`config.mk`:
```
export PLATFORM = sky130hd
export DESIGN_NAME = edge_window_tracker
export DESIGN_NICKNAME = d
export VERILOG_FILES = /design/src/rtl/edge_tracker_pkg.sv /design/src/rtl/edge_rule.sv /design/src/rtl/edge_regfile.sv /design/src/rtl/sweep_fsm.sv /design/src/rtl/edge_window_tracker.sv
export SDC_FILE = /design/constraint.sdc
export NUM_CORES = 1
export LEC_CHECK = 0
export ABC_AREA = 0
export CORE_MARGIN = 8
export CORE_UTILIZATION = 50
export CTS_CLUSTER_DIAMETER = 60
export DETAILED_ROUTE_END_ITERATION = 12
export GPL_TIMING_DRIVEN = 0
export PLACE_DENSITY = 0.71
export SYNTH_ARGS = -nofsm -noshare
export SYNTH_HDL_FRONTEND = slang
export SYNTH_SLANG_ARGS = --single-unit
```
`constraint.sdc`:
```
create_clock -name clk -period 3.45 [get_ports clk]
set_input_delay 0.345 -clock clk [delete_from_list [all_inputs] [get_ports clk]]
set_output_delay 0.345 -clock clk [all_outputs]
set_load 0.02 [all_outputs]
```
`src/rtl/edge_tracker_pkg.sv`:
```
// Package: shared state and per-bit operation encodings for the window edge tracker.
// Assumes: nothing beyond the enumeration widths chosen here.
package edge_tracker_pkg;

    typedef enum logic [2:0] {
        ST_IDLE,
        ST_APPLY,
        ST_WAIT,
        ST_SCAN,
        ST_ZERO,
        ST_FIX,
        ST_MARK,
        ST_CHECK
    } trk_state_t;

    typedef enum logic [1:0] {
        OP_NONE,
        OP_SCAN,
        OP_FIX,
        OP_MARK
    } edge_op_t;

endpackage

```
`src/rtl/edge_rule.sv`:
```
// Module: combinational update rule for one bit's edge pair.
// Chooses the new left/right edge for the bit being visited, from the current
// operation, the phase, the bit's pass result and the step value.
// Assumes: the edges use EW-bit two's complement and the sentinel is DMAX+1.
module edge_rule
    import edge_tracker_pkg::*;
#(
    parameter int DMAX = 31,
    parameter int DW   = 5,
    parameter int EW   = 7
) (
    input  edge_op_t               op,
    input  logic                   right_ph,
    input  logic                   pass_bit,
    input  logic [DW-1:0]          step,
    input  logic signed [EW-1:0]   cur_l,
    input  logic signed [EW-1:0]   cur_r,
    output logic signed [EW-1:0]   nxt_l,
    output logic signed [EW-1:0]   nxt_r
);
    localparam logic signed [EW-1:0] SENT = EW'(DMAX + 1);
    localparam logic signed [EW-1:0] MINUS_ONE = '1;

    logic signed [EW-1:0] step_s;
    logic signed [EW-1:0] premark;
    logic                 l_none;
    logic                 r_none;

    // Derive the signed step, its negative pre-mark and the sentinel flags
    always_comb begin
        step_s  = EW'(step);
        premark = -(step_s + EW'(1));
        l_none  = (cur_l == SENT);
        r_none  = (cur_r == SENT);
    end

    // Apply the per-operation edge update rule
    always_comb begin
        nxt_l = cur_l;
        nxt_r = cur_r;
        unique case (op)
            OP_SCAN: begin
                if (!right_ph) begin
                    if (pass_bit)    nxt_l = step_s;
                    else if (l_none) nxt_r = premark;
                end else begin
                    if (pass_bit) begin
                        nxt_r = step_s;
                    end else if (r_none) begin
                        if ((step == '0) && !l_none) nxt_r = MINUS_ONE;
                        else                         nxt_l = premark;
                    end
                end
            end
            OP_FIX:  if (l_none && !r_none) nxt_r = SENT;
            OP_MARK: if (r_none && !l_none) nxt_r = MINUS_ONE;
            default: ;
        endcase
    end
endmodule

```
`src/rtl/edge_regfile.sv`:
```
// Module: storage of the left/right edge pair of every bit.
// One write port and two read ports: one for the sequencer, one external.
// Assumes: widx and ridx_a stay below NBITS; ridx_b may not, and then reads the sentinel.
module edge_regfile #(
    parameter int NBITS = 8,
    parameter int DMAX  = 31,
    parameter int EW    = 7,
    parameter int IW    = 3
) (
    input  logic                 clk,
    input  logic                 rst_n,
    input  logic                 clear,
    input  logic                 we,
    input  logic [IW-1:0]        widx,
    input  logic signed [EW-1:0] wl,
    input  logic signed [EW-1:0] wr,
    input  logic [IW-1:0]        ridx_a,
    output logic signed [EW-1:0] la,
    output logic signed [EW-1:0] ra,
    input  logic [IW-1:0]        ridx_b,
    output logic signed [EW-1:0] lb,
    output logic signed [EW-1:0] rb
);
    localparam logic signed [EW-1:0] SENT = EW'(DMAX + 1);

    logic signed [EW-1:0] left_q  [NBITS];
    logic signed [EW-1:0] right_q [NBITS];

    // Reset or clear every entry to the sentinel, else write one entry
    always_ff @(posedge clk) begin
        if (!rst_n || clear) begin
            for (int k = 0; k < NBITS; k++) begin
                left_q[k]  <= SENT;
                right_q[k] <= SENT;
            end
        end else if (we) begin
            left_q[widx]  <= wl;
            right_q[widx] <= wr;
        end
    end

    // Read both ports, guarding the external index range
    always_comb begin
        la = left_q[ridx_a];
        ra = right_q[ridx_a];
        if (int'(ridx_b) < NBITS) begin
            lb = left_q[ridx_b];
            rb = right_q[ridx_b];
        end else begin
            lb = SENT;
            rb = SENT;
        end
    end
endmodule

```
`src/rtl/sweep_fsm.sv`:
```
// Module: sequencer for the two-phase delay sweep.
// Steps the delay, handshakes with the test engine, keeps the sticky mask,
// visits bits one per clock (LSB first on scans, MSB first on the rebuild)
// and produces the final result code.
// Assumes: test_done is a one-cycle strobe given only while test_req is high.
module sweep_fsm
    import edge_tracker_pkg::*;
#(
    parameter int NBITS = 8,
    parameter int DMAX  = 31,
    parameter int DW    = 5,
    parameter int EW    = 7,
    parameter int IW    = 3,
    parameter int CW    = 4
) (
    input  logic                 clk,
    input  logic                 rst_n,
    input  logic                 start,
    input  logic                 write_mode,
    input  logic [NBITS-1:0]     full_mask,
    input  logic                 test_done,
    input  logic                 test_ok,
    input  logic [NBITS-1:0]     test_pass,
    input  logic signed [EW-1:0] cur_l,
    input  logic signed [EW-1:0] cur_r,
    input  logic signed [EW-1:0] nxt_r,
    output logic [DW-1:0]        delay_val,
    output logic                 delay_sel,
    output logic                 delay_apply,
    output logic                 test_req,
    output logic                 busy,
    output logic                 done,
    output logic [CW-1:0]        fail_code,
    output logic                 clear,
    output logic                 we,
    output logic [IW-1:0]        idx,
    output edge_op_t             op,
    output logic                 pass_bit
);
    localparam logic signed [EW-1:0] SENT = EW'(DMAX + 1);
    localparam logic [IW-1:0]        LAST = IW'(NBITS - 1);
    localparam logic [DW-1:0]        DTOP = DW'(DMAX);

    trk_state_t       state;
    logic [DW-1:0]    step;
    logic             right_ph;
    logic             mode_q;
    logic [NBITS-1:0] mask_q;
    logic [NBITS-1:0] sticky;
    logic [NBITS-1:0] pass_sr;
    logic [CW-1:0]    code_q;
    logic             done_q;
    logic [NBITS-1:0] sticky_n;
    logic             stop;
    logic             keep;
    logic             bad;

    // Stop decision, rebuild keep bit and unpaired-edge flag
    always_comb begin
        sticky_n = sticky | test_pass;
        stop     = !test_ok && (sticky_n == mask_q);
        keep     = mode_q ? (cur_l != SENT) : ((cur_l != SENT) && (nxt_r != SENT));
        bad      = (cur_l == SENT) || (cur_r == SENT);
    end

    // Main sequencing register update
    always_ff @(posedge clk) begin
        if (!rst_n) begin
            state    <= ST_IDLE;
            step     <= '0;
            right_ph <= 1'b0;
            mode_q   <= 1'b0;
            mask_q   <= '0;
            sticky   <= '0;
            pass_sr  <= '0;
            idx      <= '0;
            code_q   <= '0;
            done_q   <= 1'b0;
        end else begin
            done_q <= 1'b0;
            unique case (state)
                ST_IDLE: if (start) begin
                    sticky   <= '0;
                    right_ph <= 1'b0;
                    step     <= '0;
                    mode_q   <= write_mode;
                    mask_q   <= full_mask;
                    code_q   <= '0;
                    state    <= ST_APPLY;
                end
                ST_APPLY: state <= ST_WAIT;
                ST_WAIT: if (test_done) begin
                    sticky  <= sticky_n;
                    pass_sr <= test_pass;
                    idx     <= '0;
                    if (!stop)                          state <= ST_SCAN;
                    else if (!right_ph)                 begin step <= '0; state <= ST_ZERO; end
                    else if (mode_q && (step == '0))    state <= ST_MARK;
                    else                                state <= ST_CHECK;
                end
                ST_SCAN: begin
                    pass_sr <= pass_sr >> 1;
                    if (idx == LAST) begin
                        idx <= '0;
                        if (step == DTOP) begin
                            if (!right_ph) begin step <= '0; state <= ST_ZERO; end
                            else           state <= ST_CHECK;
                        end else begin
                            step  <= step + DW'(1);
                            state <= ST_APPLY;
                        end
                    end else begin
                        idx <= idx + IW'(1);
                    end
                end
                ST_ZERO: begin
                    sticky <= '0;
                    idx    <= LAST;
                    state  <= ST_FIX;
                end
                ST_FIX: begin
                    sticky <= (sticky << 1) | NBITS'(keep);
                    if (idx == '0) begin
                        right_ph <= 1'b1;
                        step     <= '0;
                        state    <= ST_APPLY;
                    end else begin
                        idx <= idx - IW'(1);
                    end
                end
                ST_MARK: begin
                    if (idx == LAST) begin idx <= '0; state <= ST_CHECK; end
                    else idx <= idx + IW'(1);
                end
                ST_CHECK: begin
                    if (bad) begin
                        code_q <= CW'(idx) + CW'(1);
                        done_q <= 1'b1;
                        state  <= ST_IDLE;
                    end else if (idx == LAST) begin
                        done_q <= 1'b1;
                        state  <= ST_IDLE;
                    end else begin
                        idx <= idx + IW'(1);
                    end
                end
                default: state <= ST_IDLE;
            endcase
        end
    end

    // Output decode from the state
    always_comb begin
        delay_val   = step;
        delay_sel   = right_ph;
        delay_apply = (state == ST_APPLY) || (state == ST_ZERO);
        test_req    = (state == ST_WAIT);
        busy        = (state != ST_IDLE);
        done        = done_q;
        fail_code   = code_q;
        clear       = (state == ST_IDLE) && start;
        we          = (state == ST_SCAN) || (state == ST_FIX) || (state == ST_MARK);
        pass_bit    = pass_sr[0];
        unique case (state)
            ST_SCAN: op = OP_SCAN;
            ST_FIX:  op = OP_FIX;
            ST_MARK: op = OP_MARK;
            default: op = OP_NONE;
        endcase
    end
endmodule

```
`src/rtl/edge_window_tracker.sv`:
```
// Module: top of the per-bit delay window edge tracker.
// Ties the sequencer, the per-bit rule and the edge storage together.
// Assumes: NBITS >= 2; the test engine keeps the single-strobe handshake.
module edge_window_tracker
    import edge_tracker_pkg::*;
#(
    parameter int NBITS = 8,
    parameter int DMAX  = 31,
    parameter int DW    = $clog2(DMAX + 1),
    parameter int EW    = $clog2(DMAX + 2) + 1,
    parameter int IW    = $clog2(NBITS),
    parameter int CW    = $clog2(NBITS + 1)
) (
    input  logic                 clk,
    input  logic                 rst_n,
    input  logic                 start,
    input  logic                 write_mode,
    input  logic [NBITS-1:0]     full_mask,
    output logic [DW-1:0]        delay_val,
    output logic                 delay_sel,
    output logic                 delay_apply,
    output logic                 test_req,
    input  logic                 test_done,
    input  logic                 test_ok,
    input  logic [NBITS-1:0]     test_pass,
    output logic                 busy,
    output logic                 done,
    output logic [CW-1:0]        fail_code,
    input  logic [IW-1:0]        rd_idx,
    output logic signed [EW-1:0] rd_left,
    output logic signed [EW-1:0] rd_right
);
    logic                 clear;
    logic                 we;
    logic [IW-1:0]        idx;
    edge_op_t             op;
    logic                 pass_bit;
    logic signed [EW-1:0] cur_l;
    logic signed [EW-1:0] cur_r;
    logic signed [EW-1:0] nxt_l;
    logic signed [EW-1:0] nxt_r;

    sweep_fsm #(
        .NBITS(NBITS), .DMAX(DMAX), .DW(DW), .EW(EW), .IW(IW), .CW(CW)
    ) u_fsm (
        .clk(clk), .rst_n(rst_n), .start(start), .write_mode(write_mode),
        .full_mask(full_mask), .test_done(test_done), .test_ok(test_ok),
        .test_pass(test_pass), .cur_l(cur_l), .cur_r(cur_r), .nxt_r(nxt_r),
        .delay_val(delay_val), .delay_sel(delay_sel), .delay_apply(delay_apply),
        .test_req(test_req), .busy(busy), .done(done), .fail_code(fail_code),
        .clear(clear), .we(we), .idx(idx), .op(op), .pass_bit(pass_bit)
    );

    edge_rule #(
        .DMAX(DMAX), .DW(DW), .EW(EW)
    ) u_rule (
        .op(op), .right_ph(delay_sel), .pass_bit(pass_bit), .step(delay_val),
        .cur_l(cur_l), .cur_r(cur_r), .nxt_l(nxt_l), .nxt_r(nxt_r)
    );

    edge_regfile #(
        .NBITS(NBITS), .DMAX(DMAX), .EW(EW), .IW(IW)
    ) u_store (
        .clk(clk), .rst_n(rst_n), .clear(clear), .we(we), .widx(idx),
        .wl(nxt_l), .wr(nxt_r), .ridx_a(idx), .la(cur_l), .ra(cur_r),
        .ridx_b(rd_idx), .lb(rd_left), .rb(rd_right)
    );
endmodule

```
==> results of run 1 <==
-- synthesized netlist by cell type, types with 9 or more instances --
cell / instances
a21boi_0: 12
a21oi_1: 33
buf_2: 9
clkbuf_1: 35
dfxtp_1: 45
edfxtp_1: 112
inv_1: 16
mux2_2: 22
mux2i_1: 14
mux4_1: 10
mux4_2: 40
nand2_1: 75
nand2b_1: 9
nand3_1: 21
nor2_1: 162
nor2b_1: 13
nor3_1: 11
o21ai_0: 15
o221ai_1: 9
o22ai_1: 11
xor2_1: 10
-- what timing repair did --
action,in CTS,in global routing
buffers inserted,16,26
pin swaps,11,22
resized for setup,59,74
hold endpoints to repair,0,0
endpoints found under the setup margin,243,234
-- worst min-delay path by stage --
stage	end	cells after the start	slack (ns)
after global routing	u_fsm.pass_sr[3]$_SDFFE_PN0P_	2	0.49
after CTS	u_fsm.mask_q[7]$_SDFFE_PN0P_	3	0.47
after global placement	u_fsm.pass_sr[3]$_SDFFE_PN0P_	2	0.45
after detailed placement	u_fsm.pass_sr[3]$_SDFFE_PN0P_	2	0.46
after floorplan	u_fsm.pass_sr[1]$_SDFFE_PN0P_	2	0.44
final	u_fsm.mask_q[7]$_SDFFE_PN0P_	3	0.47
-- worst register-to-register path, cell delays in order, from the launching register on --
cell      delay (ns)
dfxtp_2         0.32
buf_6           0.12
buf_12          0.13
buf_12          0.12
buf_8           0.12
buf_6           0.11
mux4_2          0.48
nand2b_1        0.11
o211ai_1        0.10
buf_4           0.16
or3_4           0.43
a211oi_2        0.21
buf_4           0.17
buf_4           0.12
o22ai_2         0.06
a221o_2         0.47
nor2_1          0.13
-- cell usage in the layout, fill, tap and decap left out, types with 7 or more instances in the layout --
cell type | synthesis | final
mux4_2 | 40 | 44
mux2i_4 | 0 | 7
nand2_1 | 75 | 66
nand2_4 | 0 | 7
inv_1 | 16 | 16
mux2i_1 | 14 | 9
ha_1 | 7 | 7
a31oi_1 | 7 | 7
clkbuf_2 | 1 | 12
o22ai_1 | 11 | 8
nand3_1 | 21 | 20
buf_4 | 2 | 38
clkdlybuf4s50_1 | 0 | 50
a21boi_0 | 12 | 12
buf_6 | 3 | 11
o221ai_1 | 9 | 8
xor2_1 | 10 | 10
clkbuf_16 | 0 | 17
nor2_1 | 162 | 152
nand2b_1 | 9 | 9
edfxtp_1 | 112 | 112
o21ai_0 | 15 | 15
a21oi_1 | 33 | 30
dfxtp_1 | 45 | 43
mux2_2 | 22 | 21
nor3_1 | 11 | 10
nor2b_1 | 13 | 11
o211a_1 | 7 | 7
clkbuf_1 | 35 | 23
-- state kept, by name (all words and copies together), names as in the netlist, named ones only --
register         flops
u_fsm.state          3
u_fsm.pass_sr        8
u_fsm.mask_q         8
u_fsm.done           1
u_store.right_q     56
u_fsm.delay_val      5
u_fsm.fail_code      4
u_fsm.sticky         8
u_fsm.delay_sel      1
u_fsm.mode_q         1
u_store.left_q      56
u_fsm.idx            3
-- cells by family after synthesis --
family,count (synthesis),synth area share
mux,88,0.174
flops,157,0.471
compound gates,152,0.126
fa+ha+maj,7,0.00968
buf+inv,72,0.0382
xor+xnor,14,0.0135
simple gates,335,0.167
-- power groups by stage --
stage          clock network (mW)  logic [mW]  registers (mW)
6_report                     1.91        2.92            2.53
5_1_grt                      1.98        3.09            2.56
4_1_cts                      1.90        2.58            2.52
3_5_place_dp                    0        2.36            2.56
3_3_place_gp                    0        2.35            2.54
2_1_floorplan                   0        1.67            2.50
-- per-layer routing --
layer | routed length, um | track usage
met1 | 11200 | 0.316
met2 | 12700 | 0.383
met3 | 2290 | 0.0427
met4 | 644 | 0.0755
met5 | 0 | 0
-- per-stage QoR --
stage / area (um^2) / setup TNS [ns] / cells / power (mW) / setup WS (ns)
3_5_place_dp: 9840 / -121.73 / 1104 / 4.92 / -0.841
2_1_floorplan: 9050 / 0 / 825 / 4.17 / 0.234
5_1_grt: 11200 / -5.29 / 1175 / 7.63 / -0.161
4_1_cts: 10700 / 0 / 1151 / 7.00 / 0.00647
6_report: 11200 / -0.437 / 1175 / 7.35 / -0.0489
3_3_place_gp: 9840 / -114.39 / 1104 / 4.89 / -0.824
-- final cells by class --
| class | count | area, um^2 |
|---|---|---|
| Buffer | 53 | 348 |
| Clock buffer | 19 | 433 |
| Clock inverter | 13 | 155 |
| Fill cell | 1362 | 6610 |
| Inverter | 16 | 60.1 |
| Multi-Input combinational cell | 596 | 4820 |
| Sequential cell | 157 | 4270 |
| Tap cell | 229 | 287 |
| Timing Repair Buffer | 92 | 863 |
==> impl_metrics.py, run 1 <==
metrics = {
    "detailed_routing": {
        "drt-total-wl_um": 26900,
        "viasPerCell": 6.38,
        "wire_per_inst_um": 22.9,
        "route.detailed.drc": 0,
        "first_pass_iters": 5,
        "num_vias": 7501,
        "drt_iter0_drc": 946,
        "ant_nets": 0,
    },
    "floorplanning": {
        "placement_rows": 49,
        "die_y_um": 151,
        "die_area_um2": 22700,
        "initial_core_util": 0.507,
        "die-width_um": 151,
        "coreArea_um2": 17800,
        "io_pins": 53,
    },
    "clock_tree": {
        "clk_path_buf_depth": 2,
        "clock_latency_ns": 0.44,
        "clk_pin_slew_ns": 0.06,
        "cts-htree-levels": 4,
        "cts_buffers": 17,
        "clock-sinks": 157,
        "cts_hold_buf": 0,
        "cts_tree": "done",
        "clock-root-buffer": "clkbuf_16",
    },
    "run_status": {
        "violations": "negative setup slack",
        "status": "complete, but fails checks",
    },
    "worst_hold_path": {
        "worst_hold_startpoint": "full_mask[7]",
        "hold_class": "primary input to register",
    },
    "place": {
        "portBuffers": 50,
        "gp_congestion": 0.975,
        "hpwlAfterDp_um": 17900,
    },
    "flow_run": {
        "maxCapViolCount": 0,
    },
    "setup_path": {
        "crit_family": "buffers and inverters",
        "cp-end-kind": "register",
        "reg2reg_depth": 16,
        "start_kind": "register",
        "path_class": "register to register",
        "reg2reg_slack_ns": -0.05,
        "critPathMostFrequentCell": "buf_4",
        "critical_path_buf_inv_count": 8,
        "path_depth": 16,
        "critical_path_required_ns": 3.74,
        "crit_fanout": 8,
        "crit_chain": "buf_6 > buf_12 > buf_12 > buf_8 > buf_6 > mux4_2 > nand2b_1 > o211ai_1 > buf_4 > or3_4 > a211oi_2 > buf_4 > buf_4 > o22ai_2 > a221o_2 > nor2_1",
        "endpoint": "u_store.left_q[5][1]$_SDFFCE_PN0P_",
        "cpMaxStageDelayCell": "mux4_2",
        "crit_path_max_incr_delay_ns": 0.48,
        "worstReg2RegEnd": "u_store.left_q[5][1]$_SDFFCE_PN0P_",
        "crit_arrival_ns": 3.79,
    },
    "pwr": {
        "combinationalPowerShare": 0.397,
        "sw_frac_of_total": 0.372,
        "pwr-share-seq": 0.344,
        "p_sw_mw": 2.74,
        "p_leak_nw": 3.92,
        "p_per_area_nw_per_um2": 655,
        "peakVddDrop_mv": 0.395,
        "intPower_mw": 4.62,
        "pwr-share-clk": 0.259,
    },
    "synthesis": {
        "postSynth.asyncResetShare": 0,
        "yosys.area.top_type_share": 0.372,
        "postSynthCellCount": 825,
        "synthFlopType": "edfxtp_1",
        "synth.distinct_cells": 77,
        "synth_edf_count": 112,
        "yosysTopAreaCell": "edfxtp_1",
        "yosysSeqAreaShare": 0.471,
        "ys_seq_elements": 157,
        "synthTopCellsByArea": "edfxtp_1 (37%), dfxtp_1 (10%), mux4_2 (10%), nor2_1 (6.7%), nand2_1 (3.1%)",
        "ys_warn_count": 0,
        "syn_avg_cell_area_um2": 11.0,
        "synth.net_count": 857,
        "syn_area_um2": 9050,
    },
    "sta": {
        "whs_ns": 0.472,
        "skew_ns": 0.0126,
        "finalCritPeriodShare": 1.01,
        "slew_headroom": 0.366,
        "finalHoldViolCount": 0,
        "post-route-min-period_ns": 3.50,
        "rsz0062_at_grt": "true",
        "max_slew.worst_pin.slew_ns": 0.952,
        "finalWorstSetupSlack_ns": -0.0489,
        "fmax_mhz": 286,
        "slew_viol_final": 0,
        "setup_viol": 16,
    },
    "global_routing": {
        "antenna_found_initial": 0,
        "grt_pass1_vias": 7202,
        "grt_pass1_wl_um": 40500,
        "track_usage": 0.236,
        "grt_max_degree": 17,
        "overflow": 0,
    },
    "finish": {
        "fin_util": 0.630,
        "drive_above_1_share": 0.259,
        "antennaDiodeCount": 0,
        "layout.nets": 965,
        "syn2layout_area_growth_pct": 24.1,
    },
}
Note: power is estimated with default switching activity, not from simulation.
==> run 2: changes to the inputs <==
--- a/config.mk
+++ b/config.mk
@@ -6,12 +6,14 @@
 export NUM_CORES = 1
 export LEC_CHECK = 0
 export ABC_AREA = 0
+export ABC_CLOCK_PERIOD_IN_PS = 3090
 export CORE_MARGIN = 8
 export CORE_UTILIZATION = 50
 export CTS_CLUSTER_DIAMETER = 60
 export DETAILED_ROUTE_END_ITERATION = 12
 export GPL_TIMING_DRIVEN = 0
 export PLACE_DENSITY = 0.71
+export SKIP_CTS_REPAIR_TIMING = 1
 export SYNTH_ARGS = -nofsm -noshare
 export SYNTH_HDL_FRONTEND = slang
 export SYNTH_SLANG_ARGS = --single-unit
==> constraint.sdc (replaced) <==
create_clock -name clk -period 3.09 [get_ports clk]
set_input_delay 0.309 -clock clk [delete_from_list [all_inputs] [get_ports clk]]
set_output_delay 0.309 -clock clk [all_outputs]
set_load 0.02 [all_outputs]
==> run 2 against run 1 <==
The flow still finishes with violations (negative setup slack). Final cell count is 0.77% higher. Critical path depth decreased by 4. Clock power is 12% higher. First-iteration DRC count grew 37%. Flip-flop and latch count unchanged. Total power increased by 18%. Sequential power increased by 12%. Sequential share of layout area down 1.4 points. Core utilization grew 2.4 points. Register-to-register slack got worse by 0.45 ns. Global-route usage rose by 0.36 points. Critical endpoint is now u_store.left_q[6][1]$_SDFFCE_PN0P_. Largest power group unchanged.
==> impl_metrics.py, run 2 (synthesized netlist as in run 1, its figures left out) <==
metrics = {
    "run_status": {
        "status": "complete, but fails checks",
        "violations": "negative setup slack",
    },
    "finish": {
        "layout_commonest_cell": "nor2_1",
        "final_cell_count_no_fill": 1184,
        "layout.nets": 974,
        "syn2layout_area_growth_pct": 29.0,
        "antennaDiodeCount": 0,
        "drive_above_1_share": 0.325,
        "most-common-layout-cells": "nor2_1 (127), edfxtp_1 (112), nand2_1 (63), clkdlybuf4s50_1 (50), mux4_2 (46)",
        "reg.largest.list": "u_store.left_q (56), u_store.right_q (56)",
    },
    "sta": {
        "post-route-min-period_ns": 3.58,
        "fmax_mhz": 279,
        "slew_headroom": 0.349,
        "finalWorstSetupSlack_ns": -0.494,
        "setup_viol": 123,
        "finalCritPeriodShare": 1.16,
        "finalHoldViolCount": 0,
        "skew_ns": 0.0115,
        "final.setup.tns_ns": -41.04,
        "rsz0062_at_grt": "true",
        "slew_viol_final": 0,
        "max_slew.worst_pin.slew_ns": 0.977,
    },
    "place": {
        "portBuffers": 50,
        "hpwlAfterDp_um": 18400,
        "dp_cells": 1104,
        "dp_slack_ns": -1.31,
        "gp_congestion": 0.919,
    },
    "setup_path": {
        "critical_path_required_ns": 3.28,
        "crit_chain": "buf_12 > buf_12 > buf_12 > mux4_2 > mux2i_1 > nand4_1 > or3_4 > a211oi_4 > nand2_2 > o22ai_2 > a221o_2 > nor2_1",
        "reg2reg_slack_ns": -0.49,
        "path_class": "register to register",
        "cpMaxStageDelayCell": "mux4_2",
        "crit_family": "simple AND/OR/NAND/NOR gates",
        "critPathMostFrequentCell": "buf_12",
        "critical_path_buf_inv_count": 3,
        "start_kind": "register",
        "crit_fanout": 8,
        "crit_arrival_ns": 3.77,
        "crit_path_max_incr_delay_ns": 0.53,
        "cp-end-kind": "register",
    },
    "global_routing": {
        "grt_pass1_vias": 6878,
        "overflow": 0,
        "track_usage": 0.240,
        "grt_max_degree": 17,
        "grt_pass1_wl_um": 40600,
        "antenna_found_initial": 0,
    },
    "detailed_routing": {
        "drt_iter0_drc": 1300,
        "num_vias": 7780,
        "ant_nets": 0,
        "drt-total-wl_um": 29400,
        "route.detailed.drc": 0,
        "wire_per_inst_um": 24.8,
        "viasPerCell": 6.57,
        "first_pass_iters": 6,
    },
    "floorplanning": {
        "coreArea_um2": 17800,
        "initial_core_util": 0.507,
        "io_pins": 53,
        "die_area_um2": 22700,
        "die_y_um": 151,
        "placement_rows": 49,
        "die-width_um": 151,
    },
    "clock_tree": {
        "clock-sinks": 157,
        "clock-root-buffer": "clkbuf_16",
        "clk_pin_slew_ns": 0.07,
        "clock_latency_ns": 0.45,
        "cts-htree-levels": 4,
        "clk_path_buf_depth": 2,
        "cts_buffers": 17,
        "cts_tree": "done",
    },
    "pwr": {
        "p_leak_nw": 4.04,
        "intPower_mw": 5.36,
        "p_per_area_nw_per_um2": 743,
        "combinationalPowerShare": 0.428,
        "p_sw_mw": 3.31,
        "pwr-share-clk": 0.246,
        "peakVddDrop_mv": 0.597,
        "sw_frac_of_total": 0.382,
        "pwr-share-seq": 0.326,
    },
    "flow_run": {
        "maxCapViolCount": 0,
    },
    "worst_hold_path": {
        "hold_class": "primary input to register",
    },
}
## run 2: changes by cell type in the layout (fill, tap and decap cells not counted), moves of 3 or more
cell,delta
nor2_1,-25
nor2_2,+17
nor2_4,+8
buf_6,+7
nand3_1,-7
nand3_2,+6
clkbuf_1,-5
buf_12,+4
buf_4,-4
clkbuf_16,+3
nand2_1,-3
## run 2: per-layer routing
layer	vias up	track usage	share of wire
met5	-	0	0
met4	0	0.0785	0.035
met3	97	0.0484	0.11
met2	572	0.370	0.47
met1	3782	0.333	0.39
li1	3329	-	-
## run 2: final timing paths
check	startpoint	endpoint	cells after the start
worst max-delay path	register	u_store.left_q[6][1]$_SDFFCE_PN0P_	12
worst min-delay path	full_mask[1]	u_fsm.mask_q[1]$_SDFFE_PN0P_	3
worst max register to register	register	u_store.left_q[6][1]$_SDFFCE_PN0P_	12
worst min register to register	u_fsm.mask_q[7]$_SDFFE_PN0P_	u_fsm.mask_q[7]$_SDFFE_PN0P_	2
## run 2: area by class of cell
type                    count  area (um^2)
clock inverters            14          160
flip-flops and latches    157         4270
inverters                  16         60.1
well taps                 229          287
plain buffers              53          364
fillers                  1307         6170
repair buffers            101         1040
clock buffers              18          429
multi-input cells         596         5060
## run 2: metrics by stage
| stage | hold slack (ns) | power [mW] | util | instance area (um^2) |
|---|---|---|---|---|
| after floorplan | 0.441 | 4.70 | - | 9080 |
| after global placement | 0.452 | 5.53 | 0.553 | 9870 |
| after detailed placement | 0.459 | 5.56 | 0.553 | 9870 |
| after CTS | 0.423 | 7.65 | 0.586 | 10500 |
| after global routing | 0.444 | 8.94 | 0.654 | 11700 |
| final | 0.420 | 8.67 | 0.654 | 11700 |
## run 2: power by group through the flow
stage	clock network, mW	registers (mW)	logic, mW
6_report	2.13	2.83	3.71
5_1_grt	2.19	2.86	3.89
4_1_cts	2.11	2.82	2.72
3_5_place_dp	0	2.86	2.70
3_3_place_gp	0	2.84	2.69
2_1_floorplan	0	2.80	1.90
## run 2: tightest hold or removal path: stages
cell and delay (ns):
clkdlybuf4s50_1 0.39, nand2_1 0.05, a21boi_0 0.06
